--- config.mk ---
export PLATFORM = sky130hd
export DESIGN_NAME = onebus_cpu
export DESIGN_NICKNAME = d
export VERILOG_FILES = /design/src/rtl/onebus_pkg.sv /design/src/rtl/onebus_seq.sv /design/src/rtl/onebus_gpr.sv /design/src/rtl/onebus_alu.sv /design/src/rtl/onebus_cpu.sv
export SDC_FILE = /design/constraint.sdc
export NUM_CORES = 1
export LEC_CHECK = 0
export BUFFER_PORTS_ARGS = -buffer_cell sky130_fd_sc_hd__buf_4
export CAP_MARGIN = 20
export CORE_MARGIN = 2
export CORE_UTILIZATION = 47
export DETAILED_ROUTE_END_ITERATION = 8
export PLACE_DENSITY = 0.59
export SLEW_MARGIN = 15
export SYNTH_ARGS = -nofsm -noshare
export SYNTH_HDL_FRONTEND = slang
export SYNTH_SLANG_ARGS = --single-unit
--- constraint.sdc ---
create_clock -name clk -period 5.7 [get_ports clk]
set_input_delay 1.71 -clock clk [delete_from_list [all_inputs] [get_ports clk]]
set_output_delay 1.71 -clock clk [all_outputs]
set_load 0.01 [all_outputs]
--- src/rtl/onebus_pkg.sv ---
package onebus_pkg;

   localparam int OPC_W = 2;

   typedef enum logic [OPC_W-1:0] {
      OPC_ADD  = 2'b00,
      OPC_ADDM = 2'b01,
      OPC_JZ   = 2'b10,
      OPC_NOP  = 2'b11
   } opc_e;

   typedef enum logic [2:0] {
      ST_1 = 3'd0,
      ST_2 = 3'd1,
      ST_3 = 3'd2,
      ST_4 = 3'd3,
      ST_5 = 3'd4,
      ST_6 = 3'd5,
      ST_7 = 3'd6,
      ST_8 = 3'd7
   } step_e;

   // bus source slots
   localparam int SRC_PC  = 0;
   localparam int SRC_Z   = 1;
   localparam int SRC_MDR = 2;
   localparam int SRC_OFF = 3;
   localparam int SRC_GPR = 4;
   localparam int N_SRC   = 5;

   typedef struct packed {
      logic [N_SRC-1:0] drv;     // one-hot bus source
      logic             rd_b;    // register read select: 0 = field A, 1 = field B
      logic             ld_mar;
      logic             ld_pc;
      logic             ld_ir;
      logic             ld_y;
      logic             ld_z;
      logic             ld_gpr;
      logic             clr_y;
      logic             cin;
      logic             mem_rd;
      logic             stall;
      logic             fin;
   } ctl_t;

endpackage

--- src/rtl/onebus_seq.sv ---
module onebus_seq
   import onebus_pkg::*;
(
   input  logic clk,
   input  logic rst_n,
   input  opc_e opc,
   input  logic zero,
   input  logic mem_done,
   output ctl_t ctl
);

   step_e step_q;
   step_e step_n;
   ctl_t  c;

   always_comb begin
      c = '0;
      case (step_q)
         ST_1: begin
            c.drv[SRC_PC] = 1'b1;
            c.ld_mar      = 1'b1;
            c.mem_rd      = 1'b1;
            c.clr_y       = 1'b1;
            c.cin         = 1'b1;
            c.ld_z        = 1'b1;
         end
         ST_2: begin
            c.drv[SRC_Z] = 1'b1;
            c.ld_pc      = 1'b1;
            c.stall      = 1'b1;
         end
         ST_3: begin
            c.drv[SRC_MDR] = 1'b1;
            c.ld_ir        = 1'b1;
         end
         ST_4: begin
            case (opc)
               OPC_ADD: begin
                  c.drv[SRC_GPR] = 1'b1;
                  c.ld_y         = 1'b1;
               end
               OPC_ADDM: begin
                  c.drv[SRC_GPR] = 1'b1;
                  c.rd_b         = 1'b1;
                  c.ld_mar       = 1'b1;
                  c.mem_rd       = 1'b1;
               end
               OPC_JZ: begin
                  if (zero) begin
                     c.drv[SRC_PC] = 1'b1;
                     c.ld_y        = 1'b1;
                  end else begin
                     c.fin = 1'b1;
                  end
               end
               default: c.fin = 1'b1;
            endcase
         end
         ST_5: begin
            case (opc)
               OPC_ADD: begin
                  c.drv[SRC_GPR] = 1'b1;
                  c.rd_b         = 1'b1;
                  c.ld_z         = 1'b1;
               end
               OPC_ADDM: begin
                  c.drv[SRC_GPR] = 1'b1;
                  c.ld_y         = 1'b1;
                  c.stall        = 1'b1;
               end
               OPC_JZ: begin
                  c.drv[SRC_OFF] = 1'b1;
                  c.ld_z         = 1'b1;
               end
               default: c.fin = 1'b1;
            endcase
         end
         ST_6: begin
            case (opc)
               OPC_ADD: begin
                  c.drv[SRC_Z] = 1'b1;
                  c.ld_gpr     = 1'b1;
               end
               OPC_ADDM: begin
                  c.drv[SRC_MDR] = 1'b1;
                  c.ld_z         = 1'b1;
               end
               OPC_JZ: begin
                  c.drv[SRC_Z] = 1'b1;
                  c.ld_pc      = 1'b1;
               end
               default: c.fin = 1'b1;
            endcase
         end
         ST_7: begin
            if (opc == OPC_ADDM) begin
               c.drv[SRC_Z] = 1'b1;
               c.ld_gpr     = 1'b1;
            end else begin
               c.fin = 1'b1;
            end
         end
         default: c.fin = 1'b1;
      endcase
   end

   always_comb begin
      if (c.fin)
         step_n = ST_1;
      else if (c.stall && !mem_done)
         step_n = step_q;
      else
         step_n = step_e'(step_q + 3'd1);
   end

   always_ff @(posedge clk or negedge rst_n) begin
      if (!rst_n)
         step_q <= ST_1;
      else
         step_q <= step_n;
   end

   assign ctl = c;

endmodule

--- src/rtl/onebus_gpr.sv ---
module onebus_gpr #(
   parameter int DATA_W = 16,
   parameter int NREG   = 4,
   parameter int SEL_W  = 2
) (
   input  logic              clk,
   input  logic              rst_n,
   input  logic              we,
   input  logic [SEL_W-1:0]  wsel,
   input  logic [DATA_W-1:0] wdata,
   input  logic [SEL_W-1:0]  rsel,
   output logic [DATA_W-1:0] rdata
);

   logic [DATA_W-1:0] regs [NREG];

   for (genvar g = 0; g < NREG; g++) begin : g_reg
      logic [DATA_W-1:0] q;
      always_ff @(posedge clk or negedge rst_n) begin
         if (!rst_n)
            q <= '0;
         else if (we && (wsel == SEL_W'(g)))
            q <= wdata;
      end
      assign regs[g] = q;
   end

   assign rdata = regs[rsel];

endmodule

--- src/rtl/onebus_alu.sv ---
module onebus_alu #(
   parameter int DATA_W = 16
) (
   input  logic [DATA_W-1:0] a,
   input  logic [DATA_W-1:0] b,
   input  logic              clr_a,
   input  logic              cin,
   output logic [DATA_W-1:0] sum
);

   logic [DATA_W-1:0] a_gated;

   assign a_gated = clr_a ? '0 : a;
   assign sum     = a_gated + b + {{(DATA_W-1){1'b0}}, cin};

endmodule

--- src/rtl/onebus_cpu.sv ---
module onebus_cpu
   import onebus_pkg::*;
#(
   parameter int              DATA_W     = 16,
   parameter int              ADDR_W     = 8,
   parameter int              NREG       = 4,
   parameter int              OFF_W      = 8,
   parameter bit              OFF_SIGNED = 1'b1,
   parameter logic [DATA_W-1:0] RESET_PC = '0
) (
   input  logic              clk,
   input  logic              rst_n,
   output logic [ADDR_W-1:0] mem_addr,
   output logic              mem_rd,
   input  logic [DATA_W-1:0] mem_rdata,
   input  logic              mem_done,
   output logic              zero_flag,
   output logic              instr_done
);

   localparam int SEL_W   = (NREG > 1) ? $clog2(NREG) : 1;
   localparam int OPC_LSB = DATA_W - OPC_W;
   localparam int RA_LSB  = OPC_LSB - SEL_W;
   localparam int RB_LSB  = RA_LSB - SEL_W;

   // elaboration-time parameter checks
   if (OPC_W + 2*SEL_W + OFF_W > DATA_W) begin : g_bad_fields
      $error("instruction fields do not fit in DATA_W");
   end
   if (ADDR_W > DATA_W) begin : g_bad_addr
      $error("ADDR_W must not exceed DATA_W");
   end
   if (NREG < 2 || (1 << SEL_W) != NREG) begin : g_bad_nreg
      $error("NREG must be a power of two, at least 2");
   end

   ctl_t              ctl;
   logic [DATA_W-1:0] pc_q, mar_q, mdr_q, ir_q, y_q, z_q;
   logic              zero_q;
   logic              rd_q;
   logic [DATA_W-1:0] bus;
   logic [DATA_W-1:0] alu_sum;
   logic [DATA_W-1:0] gpr_rdata;
   logic [DATA_W-1:0] off_ext;
   logic [SEL_W-1:0]  fld_a, fld_b, gpr_rsel;
   opc_e              opc;
   logic [N_SRC-1:0]  bus_drv;
   logic              seq_stall;
   logic              gpr_we;
   logic              unused_bits;

   assign opc      = opc_e'(ir_q[OPC_LSB +: OPC_W]);
   assign fld_a    = ir_q[RA_LSB +: SEL_W];
   assign fld_b    = ir_q[RB_LSB +: SEL_W];
   assign gpr_rsel = ctl.rd_b ? fld_b : fld_a;

   // offset extension variant
   if (OFF_W == DATA_W) begin : g_off_full
      assign off_ext = ir_q;
   end else if (OFF_SIGNED) begin : g_off_sext
      assign off_ext = {{(DATA_W-OFF_W){ir_q[OFF_W-1]}}, ir_q[OFF_W-1:0]};
   end else begin : g_off_zext
      assign off_ext = {{(DATA_W-OFF_W){1'b0}}, ir_q[OFF_W-1:0]};
   end

   onebus_seq u_seq (
      .clk      (clk),
      .rst_n    (rst_n),
      .opc      (opc),
      .zero     (zero_q),
      .mem_done (mem_done),
      .ctl      (ctl)
   );

   onebus_gpr #(
      .DATA_W (DATA_W),
      .NREG   (NREG),
      .SEL_W  (SEL_W)
   ) u_gpr (
      .clk   (clk),
      .rst_n (rst_n),
      .we    (ctl.ld_gpr),
      .wsel  (fld_a),
      .wdata (bus),
      .rsel  (gpr_rsel),
      .rdata (gpr_rdata)
   );

   onebus_alu #(
      .DATA_W (DATA_W)
   ) u_alu (
      .a     (y_q),
      .b     (bus),
      .clr_a (ctl.clr_y),
      .cin   (ctl.cin),
      .sum   (alu_sum)
   );

   // shared bus: AND-OR of gated sources
   logic [DATA_W-1:0] src  [N_SRC];
   logic [DATA_W-1:0] term [N_SRC];

   assign src[SRC_PC]  = pc_q;
   assign src[SRC_Z]   = z_q;
   assign src[SRC_MDR] = mdr_q;
   assign src[SRC_OFF] = off_ext;
   assign src[SRC_GPR] = gpr_rdata;

   for (genvar g = 0; g < N_SRC; g++) begin : g_bus_term
      assign term[g] = ctl.drv[g] ? src[g] : '0;
   end

   always_comb begin
      bus = '0;
      for (int i = 0; i < N_SRC; i++)
         bus = bus | term[i];
   end

   // special registers
   always_ff @(posedge clk or negedge rst_n) begin
      if (!rst_n) begin
         pc_q   <= RESET_PC;
         mar_q  <= '0;
         mdr_q  <= '0;
         ir_q   <= '0;
         y_q    <= '0;
         z_q    <= '0;
         zero_q <= 1'b0;
         rd_q   <= 1'b0;
      end else begin
         if (ctl.ld_pc)  pc_q  <= bus;
         if (ctl.ld_mar) mar_q <= bus;
         if (mem_done)   mdr_q <= mem_rdata;
         if (ctl.ld_ir)  ir_q  <= bus;
         if (ctl.clr_y)
            y_q <= '0;
         else if (ctl.ld_y)
            y_q <= bus;
         if (ctl.ld_z)   z_q   <= alu_sum;
         if (ctl.ld_gpr) zero_q <= (bus == '0);
         rd_q <= ctl.mem_rd;
      end
   end

   assign mem_addr   = mar_q[ADDR_W-1:0];
   assign mem_rd     = rd_q;
   assign zero_flag  = zero_q;
   assign instr_done = ctl.fin;

   assign bus_drv   = ctl.drv;
   assign seq_stall = ctl.stall;
   assign gpr_we    = ctl.ld_gpr;

   assign unused_bits = ^{mar_q, ir_q};

endmodule

# After elaboration in Yosys (flattened, before gate mapping)
# Cells that the tools add are included.
# totals
register_bits	157
in_bits	19
out_inout_bits	11
wordCells	94
# op_classes
n_addsub	3
n_lt_le_gt_ge	1
n_eq_ne	12
mux	43
bitwise	5
n_reduce_logical	17
# op_table
op	n
$mux 16	10
$or 16x16->16	4
$bmux 16 s2	1
$pmux 1 s2	11
$add 16x1->16	1
$add 16x16->16	1
$logic_not 16->1	1
$mux 1	13
$eq 3x3->1 const B	3
$reduce_or 2->1	4
$eq 2x2->1 const B	3
$eq 3x2->1 const B	2
$mux 2	3
$mux 3	2
$pmux 1 s3	2
$reduce_or 3->1	2
$logic_and 1x1->1	5
$eq 2x1->1 const B	2
$logic_not 2->1	2
$pmux 1 s4	1
$add 3x1->3 const B	1
$eq 3x1->1 const B	1
$ge 3x3->1 const B	1
$logic_not 3->1	1
other kinds (4)	4

# Logic depth before layout (Yosys ltp)
# Gate-level depths: netlist of run 1.
# logic_depth
depth_word	12
depth_mapped	20
depth_no_buf	18

# Modules after synthesis
# Synthesis of run 1 repeated with hierarchy kept, for this count alone.
# hier_totals
cells_unflattened	683
area_unflattened_um2	7832.5
# by_module_without_submodules
module	instances	cells_each	area_each_um2	seq_area_each_um2
onebus_cpu	1	348	3723.6	2202.1
onebus_gpr	1	156	2792.7	1601.5
onebus_alu	1	116	842.1	0.0
onebus_seq	1	63	474.2	75.1

# Worst setup path after synthesis of run 1
# OpenSTA, ideal clock, no wires.
# synth_timing
kind	register to register
startpoint	register u_seq.step_q[2]
endpoint	register z_q[14]
setup_time_ns	0.135
t_arrival_ns	4.694
required_time_ns	5.565
path_slack_ns	0.872
stages_incl_launch_ff	21
path_buffers	2
period_less_slack_ns	4.828
path_cell_list	dfrtp_1 > clkbuf_1 > inv_1 > ha_1 > nand2_2 > a221oi_4 > mux2i_1 > buf_6 > mux2_2 > a221oi_4 > inv_1 > fa_1 > fa_1 > a21o_1 > a21oi_1 > o21ba_2 > o21ai_0 > a21oi_1 > a211oi_1 > xnor2_1 > o21ai_0
# synth_via
elab_chain_len	11
word_cells_on_any_way	33
cone_classes	2 x add/sub; 6 x eq/ne; 18 x mux; 5 x bitwise; 2 x reduce/logical
# synth_lines
element	line	text
from (decl)	onebus_seq.sv:12	step_e step_q;
from (signal assigned)	onebus_seq.sv:120	step_q <= step_n;
$eq 3x3->1 or $eq 3x2->1 (tied branches)	onebus_seq.sv:18	case (step_q)
$pmux 1 s2	onebus_seq.sv:18	
$mux 2	onebus_cpu.sv:55	assign gpr_rsel = ctl.rd_b ? fld_b : fld_a;
$not 2->3 (implied by the code)	onebus_gpr.sv:28	assign rdata = regs[rsel];
$bmux 16 s2	onebus_gpr.sv:28	
$mux 16 (implied by the code) (2 in series)	onebus_gpr.sv:28	
$mux 16	onebus_cpu.sv:110	assign term[g] = ctl.drv[g] ? src[g] : '0;
$or 16x16->16 *	onebus_cpu.sv:116	bus = bus | term[i];
named net bus[0]	onebus_cpu.sv:41	logic [DATA_W-1:0] bus;
$add 16x16->16 *	onebus_alu.sv:14	assign sum = a_gated + b + {{(DATA_W-1){1'b0}}, cin};
$add 16x1->16 *	onebus_alu.sv:14	
to (signal assigned)	onebus_cpu.sv:139	if (ctl.ld_z) z_q <= alu_sum;
to (decl)	onebus_cpu.sv:38	logic [DATA_W-1:0] pc_q, mar_q, mdr_q, ir_q, y_q, z_q;
# Mark *: on every way through the listed nets, which the timed path passes. The rest lies on a longest branch. The select of a mux whose other input is x is not followed.
# A chain may end at the register's enable or synchronous reset.

# Worst setup path after layout of run 1
# layout_timing
startpoint	register u_seq.step_q[2]
endpoint	register z_q[13]
# The elaborated chain is that of the path after synthesis.

==> impl_metrics.yaml, run 1 <==
run_status:
  status: "finished clean"
die:
  core_um2: 15800
  die_y_um: 131
  die-area_um2: 17200
  start_util_pct: 48.0
  rows: 46
  boundaryPins: 30
  die_w_um: 131
worst_setup_path:
  crit_type: "reg2reg"
  slowest_delay_ns: 0.50
  cp.required_ns: 6.00
  worstPathArrival_ns: 5.54
  cp_max_fo: 30
  worst_setup_path_start_kind: "flip-flop"
  cp_slowest_cell: "dfrtp_1"
  cp_cell_sequence: "inv_1 > ha_1 > nand2_2 > a221oi_4 > mux2i_4 > buf_4 > mux2_2 > a221oi_4 > inv_1 > ha_1 > a21o_1 > a21oi_1 > o211ai_1 > and3_1 > o31a_1 > o21ai_1 > xnor2_1 > mux2_2"
  end_kind: "flip-flop"
  crit_start: "u_seq.step_q[2]$_DFFE_PN0P_"
  reg2reg_from: "u_seq.step_q[2]$_DFFE_PN0P_"
global_routing:
  grt_max_degree: 60
  top_usage_layer: "met2"
  grt_pass1_vias: 5782
  grt_overflow: 0
  grt_pass1_wl_mm: 31.5
  antenna_found_initial: 0
  use_met1_pct: 29.8
  grt_use_met2_pct: 39.8
  grt_use_total_pct: 23.5
  met3_usage_pct: 4.86
routing:
  routed_via_density: 5.62
  drt_iter0_drc: 470
  finalWirelength_mm: 19.1
  num_vias: 5669
  drc: 0
  ant_nets: 0
  dr.pass1.iters: 5
  wl_per_cell_um: 19.0
logic_synthesis:
  synth_cell_type_count: 53
  async_reset_ff_share_pct: 100
  syn_inst: 751
  yosysSeqAreaShare_pct: 51.0
  syn-num-nets: 792
  synth_edf_count: 0
  synth_area_um2: 7600
  avgSynthCellArea_um2: 10.1
  synthFlopType: "dfrtp_1"
  ys_seq_elements: 155
  yosysWarnings: 0
timing:
  fin_crit_ns: 5.23
  final.setup_skew_ns: 0.0103
  finalSetupViolCount: 0
  timing.final.ws_setup_ns: 0.469
  fin_crit_sh_pct: 91.8
  hold_viol: 0
  worstMarginPinSlew_ns: 1.05
  slew_viol_final: 0
  tns_ns: 0
  fmax_ghz: 0.191
  rsz0062_at_grt: "no"
  relSlewSlack_pct: 30.1
clock_network:
  postCtsSetupRepairBufs: 0
  worstSkewPairLatency_ns: 0.43
  path_clk_slew_ns: 0.06
  clock_sinks: 155
  cts_max_level: 4
  cts-root-buf: "clkbuf_16"
  numCtsBuffers: 17
  clockBufferDepth: 2
  hold_buffers: 0
  cts_tree: "yes"
  ctsResizeCount: 0
placed_design:
  routabilityCongestion: 0.860
  dp_hpwl_mm: 12.9
  io_buffers: 29
  place_area_um2: 8110
  dpl_worst_slack_ns: 0.579
power:
  ir_drop_mv: 0.272
  powerDensity_nw_per_um2: 632
  p_leak_nw: 4.07
layout:
  design_area_um2: 8710
  n_antenna_cell: 0
  nets: 820
  drive_above_1_share_pct: 18.7
  final_common_cell: "dfrtp_1"
  final_cell_mix: "155 x dfrtp_1, 98 x nand2_1, 70 x a21oi_1, 66 x nor2_1, 53 x o21ai_0"
  synthToLayoutAreaGrowth_pct: 14.7
worst_hold_path:
  min_from: "y_q[12]$_DFFE_PN0P_"
  hold_class: "reg2reg"
flow_run:
  maxCapViolCount: 0
==> cells in the mapped netlist (all sizes together), types with 2 or more instances <==
cell type	n	area (um^2)
mux2i	23	230
ha	20	250
clkbuf	37	140
o221a	9	101
a22o	9	78.8
a22oi	14	105
dfrtp	155	3880
o21ai	79	395
nand4	4	25.0
xnor2	12	105
and2	17	106
xor2	3	26.3
fa	2	40.0
nor2b	2	12.5
and3	3	18.8
or2	3	18.8
inv	24	90.1
a221oi	8	210
nand2	99	374
a21oi	70	350
a21o	6	45.0
nand2b	6	37.5
nand3	3	15.0
nor2	69	259
o21bai	2	15.0
buf	6	37.5
mux2	35	394
nor3	6	41.3
a211oi	11	82.6
==> worst paths after layout <==
kind / slack, ns / cells past startpoint / endpoint
min in group asynchronous: 1.23 / 1 / mdr_q[2]$_DFFE_PN0P_
max reg2reg: 0.47 / 18 / z_q[13]$_DFFE_PN0P_
max: 0.47 / 18 / z_q[13]$_DFFE_PN0P_
min reg2reg: 0.47 / 2 / y_q[12]$_DFFE_PN0P_
max in group asynchronous: 3.41 / 2 / pc_q[7]$_DFFE_PN0P_
min: 0.47 / 2 / y_q[12]$_DFFE_PN0P_
==> per-layer routing <==
layer / wire length (um) / vias up / share of wire, %
met5: 0 / - / 0
met4: 446 / 0 / 2.3
met3: 935 / 29 / 4.9
met2: 9540 / 132 / 50
met1: 8200 / 2814 / 43
li1: - / 2694 / -
==> sequential cells by signal (all words and copies together) (netlist names) <==
name	count
mdr_q	16
zero_flag	1
mar_q	8
ir_q	14
y_q	16
u_gpr.g.q	64
pc_q	16
z_q	16
mem_rd	1
u_seq.step_q	3
==> critical path, delay by kind of cell, from the launching register on <==
| kind | cells | cell delay [ns] |
|---|---|---|
| AOI/OAI and AO/OA | 7 | 1.73 |
| xor gates and xnor gates | 1 | 0.09 |
| adders and majority gates | 2 | 0.66 |
| buffers and inverters | 3 | 0.80 |
| DFF | 1 | 0.50 |
| muxes | 3 | 1.02 |
| and+or+nand+nor | 2 | 0.31 |
==> where the power goes <==
group	leakage [nW]	internal (mW)	switching, mW	total, mW
Combinational	1.78	1.02	1.58	2.60
Sequential	1.99	1.50	0.255	1.75
Clock	0.288	0.667	0.486	1.15
==> stage by stage <==
step	cells	total power, mW	util, %	hold slack, ns
after CTS	1007	5.52	55.0	0.478
after global routing	1008	5.89	55.1	0.501
after detailed placement	975	4.35	51.2	0.464
final	1008	5.51	55.1	0.471
after floorplan	751	3.50	-	0.442
after global placement	975	4.27	51.2	0.455
==> cell families (layout without fill, tap and decap cells) <==
kind of cell / count (synthesis) / in the layout / share of synthesized area [%]
compound gates: 218 / 218 / 19.3
xor+xnor: 15 / 15 / 1.73
fa+ha+maj: 22 / 22 / 3.82
buf+inv: 67 / 108 / 3.52
flops: 155 / 155 / 51.0
mux: 58 / 58 / 8.22
simple gates: 216 / 216 / 12.3
==> area by class of cell <==
| cell class | count | area (um^2) |
|---|---|---|
| Multi-Input combinational cell | 529 | 3480 |
| Inverter | 24 | 90.1 |
| Sequential cell | 155 | 3880 |
| Clock inverter | 14 | 159 |
| Timing Repair Buffer | 52 | 394 |
| Clock buffer | 18 | 439 |
| Fill cell | 1411 | 7110 |
| Tap cell | 216 | 270 |
No activity file was read; power rests on OpenSTA's default activity.
==> run 2, diff against run 1 <==
CELL_PAD_IN_SITES_DETAIL_PLACEMENT = 1   (was default)
CELL_PAD_IN_SITES_GLOBAL_PLACEMENT = 1   (was default)
PLACE_DENSITY = 0.71   (was 0.59)
SYNTH_HIERARCHICAL = 1   (was default)
==> run 2 against run 1 <==
Maximum frequency down 0.58%. Hold slack better by 0.028 ns. Register-to-register slack worse by 0.03 ns. First-iteration DRC count down 37%. Critical endpoint is now z_q[12]$_DFFE_PN0P_. Largest cell class unchanged. Largest power group unchanged.
==> impl_metrics.yaml, run 2 <==
global_routing:
  antenna_found_initial: 0
  grt_pass1_wl_mm: 34.0
  grt_pass1_vias: 6053
  grt_overflow: 0
  grt_max_degree: 98
  grt_use_total_pct: 25.9
worst_setup_path:
  critPathMostFrequentCell: "inv_1"
  reg2reg_from: "u_seq/step_q[0]$_DFFE_PN0P_"
  cp.required_ns: 6.01
  crit_start: "u_seq/step_q[0]$_DFFE_PN0P_"
  worst_setup_path_start_kind: "flip-flop"
  cp_slowest_cell: "mux2_2"
  cp.depth: 20
  path_buf_inv: 3
  cp_max_fo: 11
  worstPathArrival_ns: 5.57
  slowest_delay_ns: 0.57
  crit_type: "reg2reg"
  cp_cell_sequence: "inv_1 > ha_1 > nand2_1 > nor2_1 > a21oi_1 > nor2_1 > mux2_2 > mux4_2 > a222oi_1 > and3_1 > inv_1 > inv_1 > fa_1 > fa_1 > nand2b_1 > a21oi_1 > o2111ai_1 > a311oi_1 > xor2_1 > mux2_2"
  cpLargestDelayFamily: "multiplexers"
  end_kind: "flip-flop"
  worstRegToRegCells: 20
power:
  p_int_mw: 3.21
  switching_share_pct: 42.4
  pwr-share-seq_pct: 30.8
  ir_drop_mv: 0.281
  p_leak_nw: 4.06
  p_sw_mw: 2.37
  pwr-share-clk_pct: 20.7
  pwr-share-comb_pct: 48.5
  powerDensity_nw_per_um2: 631
timing:
  rsz0062_at_grt: "no"
  fmax_ghz: 0.190
  slew_viol_final: 0
  worstMarginPinSlew_ns: 1.21
  fin_crit_ns: 5.26
  final.setup_skew_ns: 0.0138
  hold_viol: 0
  relSlewSlack_pct: 19.1
  fin_crit_sh_pct: 92.3
  tns_ns: 0
  finalSetupViolCount: 0
worst_hold_path:
  hold_class: "reg2reg"
  hold_depth: 1
  min_from: "u_gpr/g_reg[2].q[9]$_DFFE_PN0P_"
clock_network:
  numCtsBuffers: 17
  cts_tree: "yes"
  clock_sinks: 155
  ctsResizeCount: 0
  hold_buffers: 0
  cts_max_level: 4
  worstSkewPairLatency_ns: 0.43
  cts-root-buf: "clkbuf_16"
  postCtsSetupRepairBufs: 0
  path_clk_slew_ns: 0.06
  clockBufferDepth: 2
die:
  die-area_um2: 17700
  start_util_pct: 47.7
  die_w_um: 133
  die_y_um: 133
  core_um2: 16400
  rows: 47
  boundaryPins: 30
layout:
  n_antenna_cell: 0
  fin_util_pct: 53.9
  seqCellArea_um2: 3880
  largest_register_ff_count: 64
  nets: 740
  top_register: "u_gpr/g.q"
  drive_above_1_share_pct: 29.7
  n_fill_cell: 1702
  synthToLayoutAreaGrowth_pct: 12.9
  final_common_cell: "dfrtp_1"
  multi_input_area_um2: 3630
  final_cell_mix: "154 x dfrtp_1, 98 x mux2_2, 70 x nor2_1, 53 x a21oi_1, 46 x buf_4"
logic_synthesis:
  syn_inst: 682
  synth_area_um2: 7830
  yosysWarnings: 6
  syn-num-nets: 722
  avgSynthCellArea_um2: 11.5
routing:
  drc: 0
  routed_via_density: 5.94
  num_vias: 5538
  wl_per_cell_um: 23.1
  ant_nets: 0
  drt_iter0_drc: 298
  finalWirelength_mm: 21.5
  dr.pass1.iters: 5
flow_run:
  maxCapViolCount: 0
placed_design:
  dp_hpwl_mm: 14.5
  io_buffers: 29
  routabilityCongestion: 0.845
run_status:
  status: "finished clean"
run 2: final timing paths:
check	to	slack (ns)
worst max-delay path	z_q[12]$_DFFE_PN0P_	0.44
worst min-delay path	u_gpr/g_reg[2].q[9]$_DFFE_PN0P_	0.50
worst max register to register	z_q[12]$_DFFE_PN0P_	0.44
worst min register to register	u_gpr/g_reg[2].q[9]$_DFFE_PN0P_	0.50
max in group asynchronous	pc_q[12]$_DFFE_PN0P_	3.32
min in group asynchronous	ir_q[1]$_DFFE_PN0P_	1.38
run 2: power by group through the flow:
stage / clock network, mW / registers, mW / logic [mW]
after global placement: 0 / 1.71 / 2.58
after detailed placement: 0 / 1.73 / 2.68
after global routing: 1.23 / 1.76 / 2.95
after floorplan: 0 / 1.65 / 1.88
final: 1.15 / 1.72 / 2.71
after CTS: 1.18 / 1.72 / 2.71
run 2: routing by layer:
layer / wire, um / global-route usage, % / part of all wire [%]
met1: 8970 / 31.2 / 42
met5: 0 / 0 / 0
met2: 11100 / 45.0 / 51
met3: 860 / 5.79 / 4.0
met4: 628 / 10.3 / 2.9
run 2: area by class of cell:
| class | count | area share, % |
|---|---|---|
| Tap cell | 220 | 3.11 |
| Sequential cell | 155 | 43.9 |
| Clock inverter | 14 | 1.81 |
| Timing Repair Buffer | 47 | 4.03 |
| Inverter | 28 | 1.19 |
| Multi-Input combinational cell | 451 | 41.0 |
| Clock buffer | 18 | 4.97 |
run 2: per-stage QoR:
| stage | cell area [um^2] | hold slack, ns | power [mW] | worst slack [ns] | instances |
|---|---|---|---|---|---|
| 6_report | 8840 | 0.500 | 5.58 | 0.438 | 933 |
| 5_1_grt | 8840 | 0.517 | 5.94 | 0.00564 | 933 |
| 4_1_cts | 8840 | 0.504 | 5.61 | 0.388 | 933 |
| 3_5_place_dp | 8240 | 0.489 | 4.41 | 0.427 | 901 |
| 3_3_place_gp | 8240 | 0.481 | 4.29 | 0.500 | 901 |
| 2_1_floorplan | 7830 | 0.474 | 3.54 | 1.13 | 682 |
==> run 3, diff against run 2 <==
CORE_ASPECT_RATIO = 0.7   (was default)
==> run 3 against run 2 <==
Design area is 0.42% higher. Cell count is 0.86% higher. First-iteration DRC count increased by 53%. Combinational power about the same. Routed wire length rose by 3.6%. Clock skew down 0.0066 ns. Via count rose by 1.6%. Core utilization rose by 0.59 points. Critical endpoint unchanged.
==> impl_metrics.yaml, run 3 (same netlist as run 2, synthesis figures left out) <==
layout:
  synthToLayoutAreaGrowth_pct: 13.4
  largest_register_ff_count: 64
  top_register: "u_gpr/g.q"
  design_area_um2: 8880
  stdcell_count: 941
  n_antenna_cell: 0
  drive_above_1_share_pct: 29.7
  final_cell_mix: "155 x dfrtp_1, 96 x mux2_2, 70 x nor2_1, 53 x a21oi_1, 48 x buf_4"
  final_common_cell: "dfrtp_1"
  nets: 743
  n_fill_cell: 1741
worst_setup_path:
  worstPathArrival_ns: 5.62
  cp.required_ns: 6.01
  crit_type: "reg2reg"
  cp_max_fo: 7
  reg2reg_from: "u_seq/step_q[0]$_DFFE_PN0P_"
  end_kind: "flip-flop"
  rr_endpoint: "z_q[12]$_DFFE_PN0P_"
  r2r_slack_ns: 0.39
  worstRegToRegCells: 20
  worst_setup_path_start_kind: "flip-flop"
routing:
  finalWirelength_mm: 22.3
  wl_per_cell_um: 23.7
  ant_nets: 0
  dr.pass1.iters: 7
  drc: 0
  num_vias: 5627
  routed_via_density: 5.98
  drt_iter0_drc: 456
global_routing:
  grt_use_total_pct: 27.2
  grt_pass1_vias: 6198
  met3_usage_pct: 6.89
  grt_pass1_wl_mm: 35.5
  use_met1_pct: 39.7
  antenna_found_initial: 1
  top_usage_layer: "met2"
  grt_max_degree: 80
  grt_overflow: 0
  grt_use_met2_pct: 39.9
timing:
  fin_crit_sh_pct: 93.1
  hold_viol: 0
  rsz0062_at_grt: "no"
  relSlewSlack_pct: 31.3
  fin_crit_ns: 5.31
  tns_ns: 0
  finalSetupViolCount: 0
  final.setup_skew_ns: 0.00720
  fmax_ghz: 0.188
  worstMarginPinSlew_ns: 1.03
  slew_viol_final: 0
die:
  core_um2: 16300
  die_w_um: 158
  start_util_pct: 48.0
  die_y_um: 112
  die-area_um2: 17700
  boundaryPins: 30
  rows: 39
clock_network:
  cts_max_level: 4
  cts-root-buf: "clkbuf_16"
  hold_buffers: 0
  clock_sinks: 155
  path_clk_slew_ns: 0.06
  cts_tree: "yes"
  numCtsBuffers: 17
  clockBufferDepth: 2
  worstSkewPairLatency_ns: 0.43
run_status:
  status: "finished clean"
power:
  p_leak_nw: 4.09
  ir_drop_mv: 0.299
  total_power_mw: 5.61
  powerDensity_nw_per_um2: 632
worst_hold_path:
  min_from: "u_gpr/g_reg[2].q[5]$_DFFE_PN0P_"
  min_to: "u_gpr/g_reg[2].q[5]$_DFFE_PN0P_"
  hold_class: "reg2reg"
  hold_depth: 1
flow_run:
  maxCapViolCount: 0
placed_design:
  routabilityCongestion: 0.886
  io_buffers: 29
  dp_hpwl_mm: 15.1
  place_area_um2: 8230
  numPlacedInstances: 905
run 3: cell types whose count changed in the layout (fill, tap and decap cells not counted), moves of 2 or more:
| cell | change |
|---|---|
| mux2_2 | -2 |
| mux2_4 | +2 |
| inv_6 | -3 |
| clkbuf_1 | +2 |
| clkbuf_8 | +3 |
| buf_4 | +2 |
run 3: power breakdown:
group	internal [mW]	total [mW]	switching (mW)
Clock	0.692	1.15	0.457
Combinational	1.07	2.71	1.64
Sequential	1.47	1.75	0.277
Total	3.24	5.61	2.37
run 3: layout make-up:
class / instances / area (um^2) / share of cell area (%)
Sequential cell: 155 / 3880 / 43.7
Tap cell: 225 / 282 / 3.17
Clock inverter: 9 / 111 / 1.25
Multi-Input combinational cell: 451 / 3630 / 40.9
Clock buffer: 23 / 488 / 5.50
Inverter: 28 / 105 / 1.18
Timing Repair Buffer: 50 / 387 / 4.35
run 3: how the worst max path moves through the flow:
stage	start	endpoint	slack, ns	cells past startpoint
finish	u_seq/step_q[0]$_DFFE_PN0P_	z_q[12]$_DFFE_PN0P_	0.39	20
CTS	u_seq/step_q[0]$_DFFE_PN0P_	z_q[12]$_DFFE_PN0P_	0.09	20
detailed placement	u_seq/step_q[0]$_DFFE_PN0P_	z_q[12]$_DFFE_PN0P_	0.13	20
floorplan	u_seq/step_q[0]$_DFFE_PN0P_	z_q[12]$_DFFE_PN0P_	1.13	22
global placement	u_seq/step_q[2]$_DFFE_PN0P_	z_q[13]$_DFFE_PN0P_	0.55	16
global route	u_seq/step_q[0]$_DFFE_PN0P_	z_q[12]$_DFFE_PN0P_	0.08	20
run 3: layer usage:
metal | vias to the layer above | wire (um)
met2 | 162 | 10100
met1 | 2966 | 10600
met3 | 30 | 1310
li1 | 2469 | -
met5 | - | 0
met4 | 0 | 341
run 3: critical path, stage by stage (launching register included):
cell	delay, ns
dfrtp_1	0.42
inv_1	0.15
ha_2	0.30
nand2_1	0.14
nor2_1	0.15
a21oi_1	0.06
nor2_1	0.32
mux2_4	0.43
mux4_2	0.36
a222oi_1	0.07
and3_1	0.26
inv_1	0.14
inv_1	0.08
fa_1	0.47
fa_1	0.42
nand2b_1	0.18
a21oi_1	0.23
o2111ai_1	0.21
a311oi_1	0.36
xor2_1	0.14
mux2_2	0.29
run 3: timing repair:
| action | CTS | global route |
|---|---|---|
| resized for setup | 0 | 3 |
| setup endpoints to repair | 0 | 7 |
| buffers inserted | 0 | 3 |
run 3: metrics by stage:
step	hold slack [ns]	setup slack (ns)	utilization, %
floorplan	0.474	1.13	-
detailed placement	0.492	0.129	50.5
global route	0.522	0.0836	54.5
finish	0.500	0.393	54.5
global placement	0.482	0.552	50.5
CTS	0.506	0.0912	54.2
